$ cat config.mk
export PLATFORM = sky130hd
export DESIGN_NAME = trig_seq_top
export DESIGN_NICKNAME = d
export VERILOG_FILES = /design/src/rtl/trig_pkg.sv /design/src/rtl/trig_evt_mask.sv /design/src/rtl/trig_order_fsm.sv /design/src/rtl/trig_occ_cnt.sv /design/src/rtl/trig_seq_top.sv
export SDC_FILE = /design/constraint.sdc
export NUM_CORES = 1
export LEC_CHECK = 0
export BUFFER_PORTS_ARGS = -buffer_cell sky130_fd_sc_hd__buf_2
export CAP_MARGIN = 20
export CELL_PAD_IN_SITES_DETAIL_PLACEMENT = 1
export CELL_PAD_IN_SITES_GLOBAL_PLACEMENT = 1
export CORE_UTILIZATION = 41
export DETAILED_ROUTE_END_ITERATION = 10
export GPL_ROUTABILITY_DRIVEN = 0
export PLACE_DENSITY = 0.84
export SLEW_MARGIN = 20
export SYNTH_ARGS = -nofsm -noshare
export SYNTH_HDL_FRONTEND = slang
export SYNTH_HIERARCHICAL = 1
export SYNTH_SLANG_ARGS = --single-unit
$ cat constraint.sdc
create_clock -name clk_i -period 3.3 [get_ports clk_i]
set_input_delay 0.495 -clock clk_i [delete_from_list [all_inputs] [get_ports clk_i]]
set_output_delay 0.495 -clock clk_i [all_outputs]
set_load 0.1 [all_outputs]
$ cat src/rtl/trig_pkg.sv
package trig_pkg;
  typedef enum logic [2:0] {
    MODE_ANY       = 3'd0,
    MODE_TWO_PHASE = 3'd1,
    MODE_ABC_ABORT = 3'd2,
    MODE_ABCD      = 3'd3,
    MODE_NTH       = 3'd4
  } mode_e;

  typedef enum logic [1:0] {
    ST_IDLE  = 2'd0,
    ST_ARMED = 2'd1,
    ST_FIRED = 2'd2
  } status_e;

  localparam int unsigned NUM_EVT = 4;
  localparam int unsigned EVT_A   = 0;
  localparam int unsigned EVT_B   = 1;
  localparam int unsigned EVT_C   = 2;
  localparam int unsigned EVT_D   = 3;
endpackage

$ cat src/rtl/trig_evt_mask.sv
module trig_evt_mask
  import trig_pkg::*;
(
  input  logic [NUM_EVT-1:0] hit_i,
  input  logic [NUM_EVT-1:0] en_i,
  output logic [NUM_EVT-1:0] match_o,
  output logic               any_o,
  output logic               ab_o,
  output logic               cd_o
);
  for (genvar g = 0; g < NUM_EVT; g++) begin : g_mask
    assign match_o[g] = hit_i[g] & en_i[g];
  end

  assign any_o = |match_o;
  assign ab_o  = match_o[EVT_A] | match_o[EVT_B];
  assign cd_o  = match_o[EVT_C] | match_o[EVT_D];
endmodule

$ cat src/rtl/trig_order_fsm.sv
module trig_order_fsm
  import trig_pkg::*;
(
  input  logic               clk_i,
  input  logic               rst_ni,
  input  logic               clr_i,
  input  logic               run_i,
  input  logic [2:0]         mode_i,
  input  logic [NUM_EVT-1:0] match_i,
  input  logic               any_i,
  input  logic               ab_i,
  input  logic               cd_i,
  output logic [1:0]         stage_o,
  output logic               fire_o
);
  logic [1:0] stage_q, stage_d;

  always_comb begin
    stage_d = stage_q;
    fire_o  = 1'b0;
    if (run_i) begin
      case (mode_i)
        MODE_ANY: fire_o = any_i;
        MODE_TWO_PHASE: begin
          if (stage_q == 2'd0) begin
            if (ab_i) stage_d = 2'd1;
          end else if (cd_i) begin
            fire_o = 1'b1;
          end
        end
        MODE_ABC_ABORT: begin
          // abort outranks any forward step
          if (match_i[EVT_D]) begin
            stage_d = 2'd0;
          end else begin
            case (stage_q)
              2'd0:    if (match_i[EVT_A]) stage_d = 2'd1;
              2'd1:    if (match_i[EVT_B]) stage_d = 2'd2;
              default: if (match_i[EVT_C]) fire_o = 1'b1;
            endcase
          end
        end
        MODE_ABCD: begin
          case (stage_q)
            2'd0:    if (match_i[EVT_A]) stage_d = 2'd1;
            2'd1:    if (match_i[EVT_B]) stage_d = 2'd2;
            2'd2:    if (match_i[EVT_C]) stage_d = 2'd3;
            default: if (match_i[EVT_D]) fire_o = 1'b1;
          endcase
        end
        default: ;
      endcase
    end
  end

  always_ff @(posedge clk_i or negedge rst_ni) begin
    if (!rst_ni)    stage_q <= 2'd0;
    else if (clr_i) stage_q <= 2'd0;
    else            stage_q <= stage_d;
  end

  assign stage_o = stage_q;
endmodule

$ cat src/rtl/trig_occ_cnt.sv
module trig_occ_cnt #(
  parameter int unsigned CNT_W = 16
) (
  input  logic             clk_i,
  input  logic             rst_ni,
  input  logic             clr_i,
  input  logic             run_i,
  input  logic             inc_i,
  input  logic [CNT_W-1:0] n_i,
  output logic             fire_o
);
  localparam int unsigned EXT_W = CNT_W + 1;

  logic [CNT_W-1:0] cnt_q;
  logic [CNT_W-1:0] tgt;
  logic [EXT_W-1:0] cnt_nxt;

  assign tgt     = (n_i == '0) ? CNT_W'(1) : n_i;
  assign cnt_nxt = {1'b0, cnt_q} + EXT_W'(1);
  assign fire_o  = run_i & inc_i & (cnt_nxt == {1'b0, tgt});

  always_ff @(posedge clk_i or negedge rst_ni) begin
    if (!rst_ni)              cnt_q <= '0;
    else if (clr_i)           cnt_q <= '0;
    else if (run_i && inc_i)  cnt_q <= cnt_nxt[CNT_W-1:0];
  end
endmodule

$ cat src/rtl/trig_seq_top.sv
module trig_seq_top
  import trig_pkg::*;
#(
  parameter int unsigned CNT_W = 16
) (
  input  logic               clk_i,
  input  logic               rst_ni,
  input  logic               arm_i,
  input  logic [2:0]         mode_i,
  input  logic [NUM_EVT-1:0] evt_en_i,
  input  logic [NUM_EVT-1:0] evt_hit_i,
  input  logic [CNT_W-1:0]   n_i,
  output logic               trig_o,
  output logic [1:0]         status_o,
  output logic [1:0]         stage_o
);
  status_e            status_q;
  logic               trig_q;
  logic [NUM_EVT-1:0] match;
  logic               any_m, ab_m, cd_m;
  logic               run, seq_fire, cnt_fire, fire, clr;

  assign run  = (status_q == ST_ARMED) && !arm_i;
  assign fire = seq_fire | cnt_fire;
  assign clr  = arm_i | fire;

  trig_evt_mask u_mask (
    .hit_i   (evt_hit_i),
    .en_i    (evt_en_i),
    .match_o (match),
    .any_o   (any_m),
    .ab_o    (ab_m),
    .cd_o    (cd_m)
  );

  trig_order_fsm u_fsm (
    .clk_i   (clk_i),
    .rst_ni  (rst_ni),
    .clr_i   (clr),
    .run_i   (run),
    .mode_i  (mode_i),
    .match_i (match),
    .any_i   (any_m),
    .ab_i    (ab_m),
    .cd_i    (cd_m),
    .stage_o (stage_o),
    .fire_o  (seq_fire)
  );

  trig_occ_cnt #(.CNT_W(CNT_W)) u_cnt (
    .clk_i  (clk_i),
    .rst_ni (rst_ni),
    .clr_i  (clr),
    .run_i  (run && (mode_i == MODE_NTH)),
    .inc_i  (any_m),
    .n_i    (n_i),
    .fire_o (cnt_fire)
  );

  always_ff @(posedge clk_i or negedge rst_ni) begin
    if (!rst_ni) begin
      status_q <= ST_IDLE;
      trig_q   <= 1'b0;
    end else if (arm_i) begin
      status_q <= ST_ARMED;
      trig_q   <= 1'b0;
    end else if (fire) begin
      status_q <= ST_FIRED;
      trig_q   <= 1'b1;
    end else begin
      trig_q   <= 1'b0;
    end
  end

  assign trig_o   = trig_q;
  assign status_o = status_q;
endmodule

Yosys cells after proc, flatten, opt, wreduce, memory -nomap -nowiden
Index checks and enable logic that the tools add are counted.
Widths: inputs -> output; s select.
- flip-flop bits (word level): 21
- input bits: 30
- output and inout port bits: 5
- add/subtract/negate cells: 1
- equal/unequal tests: 13
- muxes and demuxes: 27
- bitwise operators: 10
- reductions and logical operators: 15
- operator list (kind ; number):
    $mux 16 ; 3
    $mux 2 ; 10
    $add 16x1->17 const B ; 1
    $eq 17x16->1 ; 1
    $logic_not 16->1 ; 1
    $pmux 2 s3 ; 2
    $mux 1 ; 10
    $reduce_and 7->1 ; 1
    $and 1x1->1 ; 6
    $eq 3x2->1 const B ; 2
    $reduce_bool 2->1 ; 3
    $ne 5x2->1 const B ; 1
    $ne 5x3->1 const B ; 1
    $eq 2x1->1 const B ; 2
    $ne 4x4->1 const B ; 1
    $or 1x1->1 ; 4
    $pmux 1 s4 ; 1
    $pmux 2 s2 ; 1
    $reduce_bool 4->1 ; 1
    $reduce_or 4->1 ; 1
    $eq 3x1->1 const B ; 1
    $eq 3x3->1 const B ; 1
    $logic_and 1x1->1 ; 3
    $logic_not 3->1 ; 1
    7 further kinds ; 7

Logic depth before layout (Yosys ltp)
- depth in word-level cells: 10
- gate-level depth with buffers: 10
- gate-level depth less buffers: 9

By module
The synthesis kept the hierarchy.
- modules (own cells, without submodules) (module ; instances ; cells an instance ; area each (um2)):
    trig_occ_cnt ; 1 ; 152 ; 1306.3
    trig_order_fsm ; 1 ; 46 ; 364.1
    trig_seq_top ; 1 ; 12 ; 128.9
    trig_evt_mask ; 1 ; 7 ; 50.0

Least setup slack after synthesis
OpenSTA, ideal clock, no wires.
- path type: reg-to-reg
- from: register status_q[0] (netlist: status_o[0])
- to: register u_cnt.cnt_q[0]
- arrival time: 2.917 ns
- setup slack: 0.251 ns
- stages on the path, launching flop included: 10
- path buffers: 1
- cell sequence: dfrtp_1 -> nor3b_2 -> and3_1 -> nand2_1 -> a2111oi_0 -> nand4_1 -> nor4_2 -> or3_1 -> clkbuf_1 -> nor2_1
- word-level cells in the longest chain between the ends: 8
- ends and longest elaborated chain (what ; RTL line ; source):
    start: declaration ; trig_seq_top.sv:17 ; status_e status_q;
    start signal: assignment ; trig_seq_top.sv:62 ; status_q <= ST_IDLE;
    start signal: assignment ; trig_seq_top.sv:65 ; status_q <= ST_ARMED;
    start signal: assignment ; trig_seq_top.sv:68 ; status_q <= ST_FIRED;
    $eq 2x1->1 (*) ; trig_seq_top.sv:23 ; assign run = (status_q == ST_ARMED) && !arm_i;
    $logic_and 1x1->1 (*) ; trig_seq_top.sv:23 ;
    net run ; trig_seq_top.sv:21 ; logic run, seq_fire, cnt_fire, fire, clr;
    $logic_and 1x1->1 (*) ; trig_seq_top.sv:54 ; .run_i (run && (mode_i == MODE_NTH)),
    $and 1x1->1 (*) (2 in a row) ; trig_occ_cnt.sv:20 ; assign fire_o = run_i & inc_i & (cnt_nxt == {1'b0, tgt});
    net cnt_fire ; trig_seq_top.sv:21 ;
    $or 1x1->1 (*) ; trig_seq_top.sv:24 ; assign fire = seq_fire | cnt_fire;
    $or 1x1->1 (*) ; trig_seq_top.sv:25 ; assign clr = arm_i | fire;
    net clr ; trig_seq_top.sv:21 ;
    $mux 16 / $reduce_bool 2->1 (equally long branches) ; -- ;
    end signal: assignment ; trig_occ_cnt.sv:25 ; else if (run_i && inc_i) cnt_q <= cnt_nxt[CNT_W-1:0];
    end: declaration ; trig_occ_cnt.sv:14 ; logic [CNT_W-1:0] cnt_q;
Mark *: on every way through the listed nets, which the timed path passes. The rest lies on a longest branch.
A chain may end at the register's enable or synchronous reset.

Final worst setup path
- from: register u_cnt.cnt_q[4]
- to: register u_cnt.cnt_q[9]
- word-level cells in the longest chain between the ends: 6
- ends and longest elaborated chain (what ; RTL line ; source):
    $add 16x1->17 (*) ; trig_occ_cnt.sv:19 ; assign cnt_nxt = {1'b0, cnt_q} + EXT_W'(1);
    $eq 17x16->1 (*) ; trig_occ_cnt.sv:20 ;
    $and 1x1->1 (*) ; trig_occ_cnt.sv:20 ;
    net cnt_fire ; trig_seq_top.sv:21 ;
    $or 1x1->1 (*) ; trig_seq_top.sv:24 ;
    $or 1x1->1 (*) ; trig_seq_top.sv:25 ;
    net clr ; trig_seq_top.sv:21 ;
    $mux 16 / $reduce_bool 2->1 (equally long branches) ; -- ;
Mark *: on every way through the listed nets, which the timed path passes. The rest lies on a longest branch. The select of a mux whose other input is x is not followed.

==> qor.csv <==
metric;value;unit
syn_area_per_cell;8.522;sq um
critPathArrivalTime;3.19;ns
rows;24;
timing.max_cap.violations;0;
num_vias;1751;
initial_core_util;0.4247;
ys_seq_elements;21;
vias_per_cell;5.798;
setup_tns;0;ns
ant_nets;0;
rsz0062_at_grt;no;
ys.flop_type;dfrtp_1;
die_w;69.16;microns
post-route-cell-area;2108;sq um
routedWlPerCell;16.70;microns
required;3.45;ns
dp_hpwl;3.909;mm
outcome;finished, final reports clean;
grt_pass1_wl;8.694;mm
drtIter0Drc;103;
finalPower;0.5484;mW
syn_inst;217;
fin_nets;286;
ys_top_cells_by_count;dfrtp_1 (21), nor2_1 (21), xnor2_1 (19), xor2_1 (14), nand2_1 (12);
slew_headroom;0.6788;
async_flop_share;1.000;
htree_levels;1;
coreArea;4354;sq um
grt_pass1_vias;1830;
start_kind;flip-flop;
tightest_slew;0.4773;ns
multi_input_area;1242;sq um
synth_edf_count;0;
cp-end-kind;flip-flop;
post-route-period-util;0.9221;
netlist_area;1849;sq um
vdd_drop_max;172.8;uV
worstSkewPairLatency;0.26;ns
regArea;525.5;sq um
drt-pass1-iter-count;4;
yosys_warnings;6;
leakage;0.8496;nW
cts_sinks;21;
synth_nets;252;
grt_max_degree;22;
drcViolationCount;0;
critPathMaxFanout;16;
fin_ws;0.2569;ns
io_buffer_count;34;
cts_made_buffers;3;
n_antenna_cell;0;
synth_cell_types;60;
die-area;4783;sq um
area_growth;14.01;%
path_class;flip-flop to flip-flop;
rrSetupSlack;0.26;ns
worstHoldPathType;input pin to async pin;
drt-total-wl;5.042;mm
io_pins;35;
seq_area_frac_synth;0.2842;
final_hold_viol_count;0;
placed_cell_area;2048;sq um
clk_pin_slew;0.07;ns
cts_tree;built;
cts_max_path_buffers;2;
die_h;69.16;microns
hold_buffers;0;
synth_top_area_share;0.2842;
fmax;328.6;MHz
antenna_found_initial;0;
final.min_clock_period;3.043;ns
ys_top_cells_by_area;dfrtp_1 (28%), xnor2_1 (9.0%), xor2_1 (6.6%);
utilization;0.4842;
fill_cells;523;
drv_slew;0;
dp_slack;0.2151;ns
cts_root_buf;clkbuf_8;
setup_viol;0;
grtUsageTotal;0.2264;
yosysTopAreaCell;dfrtp_1;
grt_overflow_total;0;
drive_gt1_frac;0.2120;
clock_skew;0.002899;ns
power_density;260.1;nW/um^2
report_power, final:
part | internal [mW] | switching, mW
combinational | 0.0455 | 0.0720
clock | 0.0861 | 0.0824
sequential | 0.259 | 0.00308
total | 0.391 | 0.157
cells in the final DEF (no fill, tap or decap), types with 3 or more instances in the layout:
cell type / netlist / layout
or3_1: 7 / 7
clkbuf_8: 0 / 3
nand4_1: 6 / 6
xor2_1: 14 / 14
buf_4: 1 / 5
nor4_1: 10 / 10
nand2b_1: 4 / 4
a21oi_1: 9 / 9
dfrtp_1: 21 / 21
and2_1: 3 / 3
nand3_1: 7 / 7
o21ai_0: 9 / 9
ha_1: 5 / 5
xnor2_1: 19 / 19
nor2_1: 21 / 21
buf_2: 2 / 34
nor3_1: 7 / 7
inv_1: 6 / 6
nand2_1: 12 / 12
per-layer routing:
layer / vias to the layer above / wire length, microns / global-route usage
li1: 863 / - / -
met1: 847 / 2309 / 0.2962
met2: 31 / 2456 / 0.3657
met3: 10 / 152 / 0.03655
met4: 0 / 123 / 0.1020
met5: - / 0 / 0
metrics by stage:
step	std cells	hold slack, ns
2_1_floorplan	217	0.1994
3_3_place_gp	296	0.4705
3_5_place_dp	296	0.4896
4_1_cts	300	0.1970
5_1_grt	302	0.2133
6_report	302	0.1809
timing repair:
| item | 4_1_cts | 5_1_grt |
|---|---|---|
| setup buffers | 0 | 2 |
| resized for setup | 0 | 0 |
| endpoints found under the setup margin | 0 | 17 |
flip-flops by register name, indices dropped and copies added, names as in the netlist:
signal         cells
status_o           2
u_cnt/cnt_q       16
trig_o             1
u_fsm/stage_o      2
cells by family after synthesis:
group / after synthesis / share of synthesized area
compound gates: 42 / 0.1563
xor+xnor: 33 / 0.1563
fa+ha+maj: 5 / 0.03383
buf+inv: 16 / 0.04398
flops: 21 / 0.2842
mux: 1 / 0.005413
simple gates: 99 / 0.3200
cell type report:
type / count / area share
inverters: 6 / 0.01068
clock buffers: 4 / 0.02137
repair buffers: 39 / 0.09852
flip-flops and latches: 21 / 0.2493
well taps: 52 / 0.03086
multi-input cells: 180 / 0.5893
critical path, stage by stage (launching register included):
cell and delay [ns]:
dfrtp_1 0.52, nand4_2 0.37, nor4_1 0.39, a21boi_0 0.17, or4_4 0.50, nor4_2 0.44
or3_1 0.23, buf_4 0.23, nor2b_1 0.08
final timing paths:
path	startpoint	end	cells after the start
min in group clk_i	arm_i	status_o[1]	2
max in group asynchronous	rst_ni	u_cnt/cnt_q[8]	1
max	u_cnt/cnt_q[4]	u_cnt/cnt_q[9]	8
max reg2reg	u_cnt/cnt_q[4]	u_cnt/cnt_q[9]	8
min reg2reg	status_o[0]	status_o[0]	1
min	rst_ni	u_cnt/cnt_q[15]	1
Note: power is estimated with default switching activity, not from simulation.
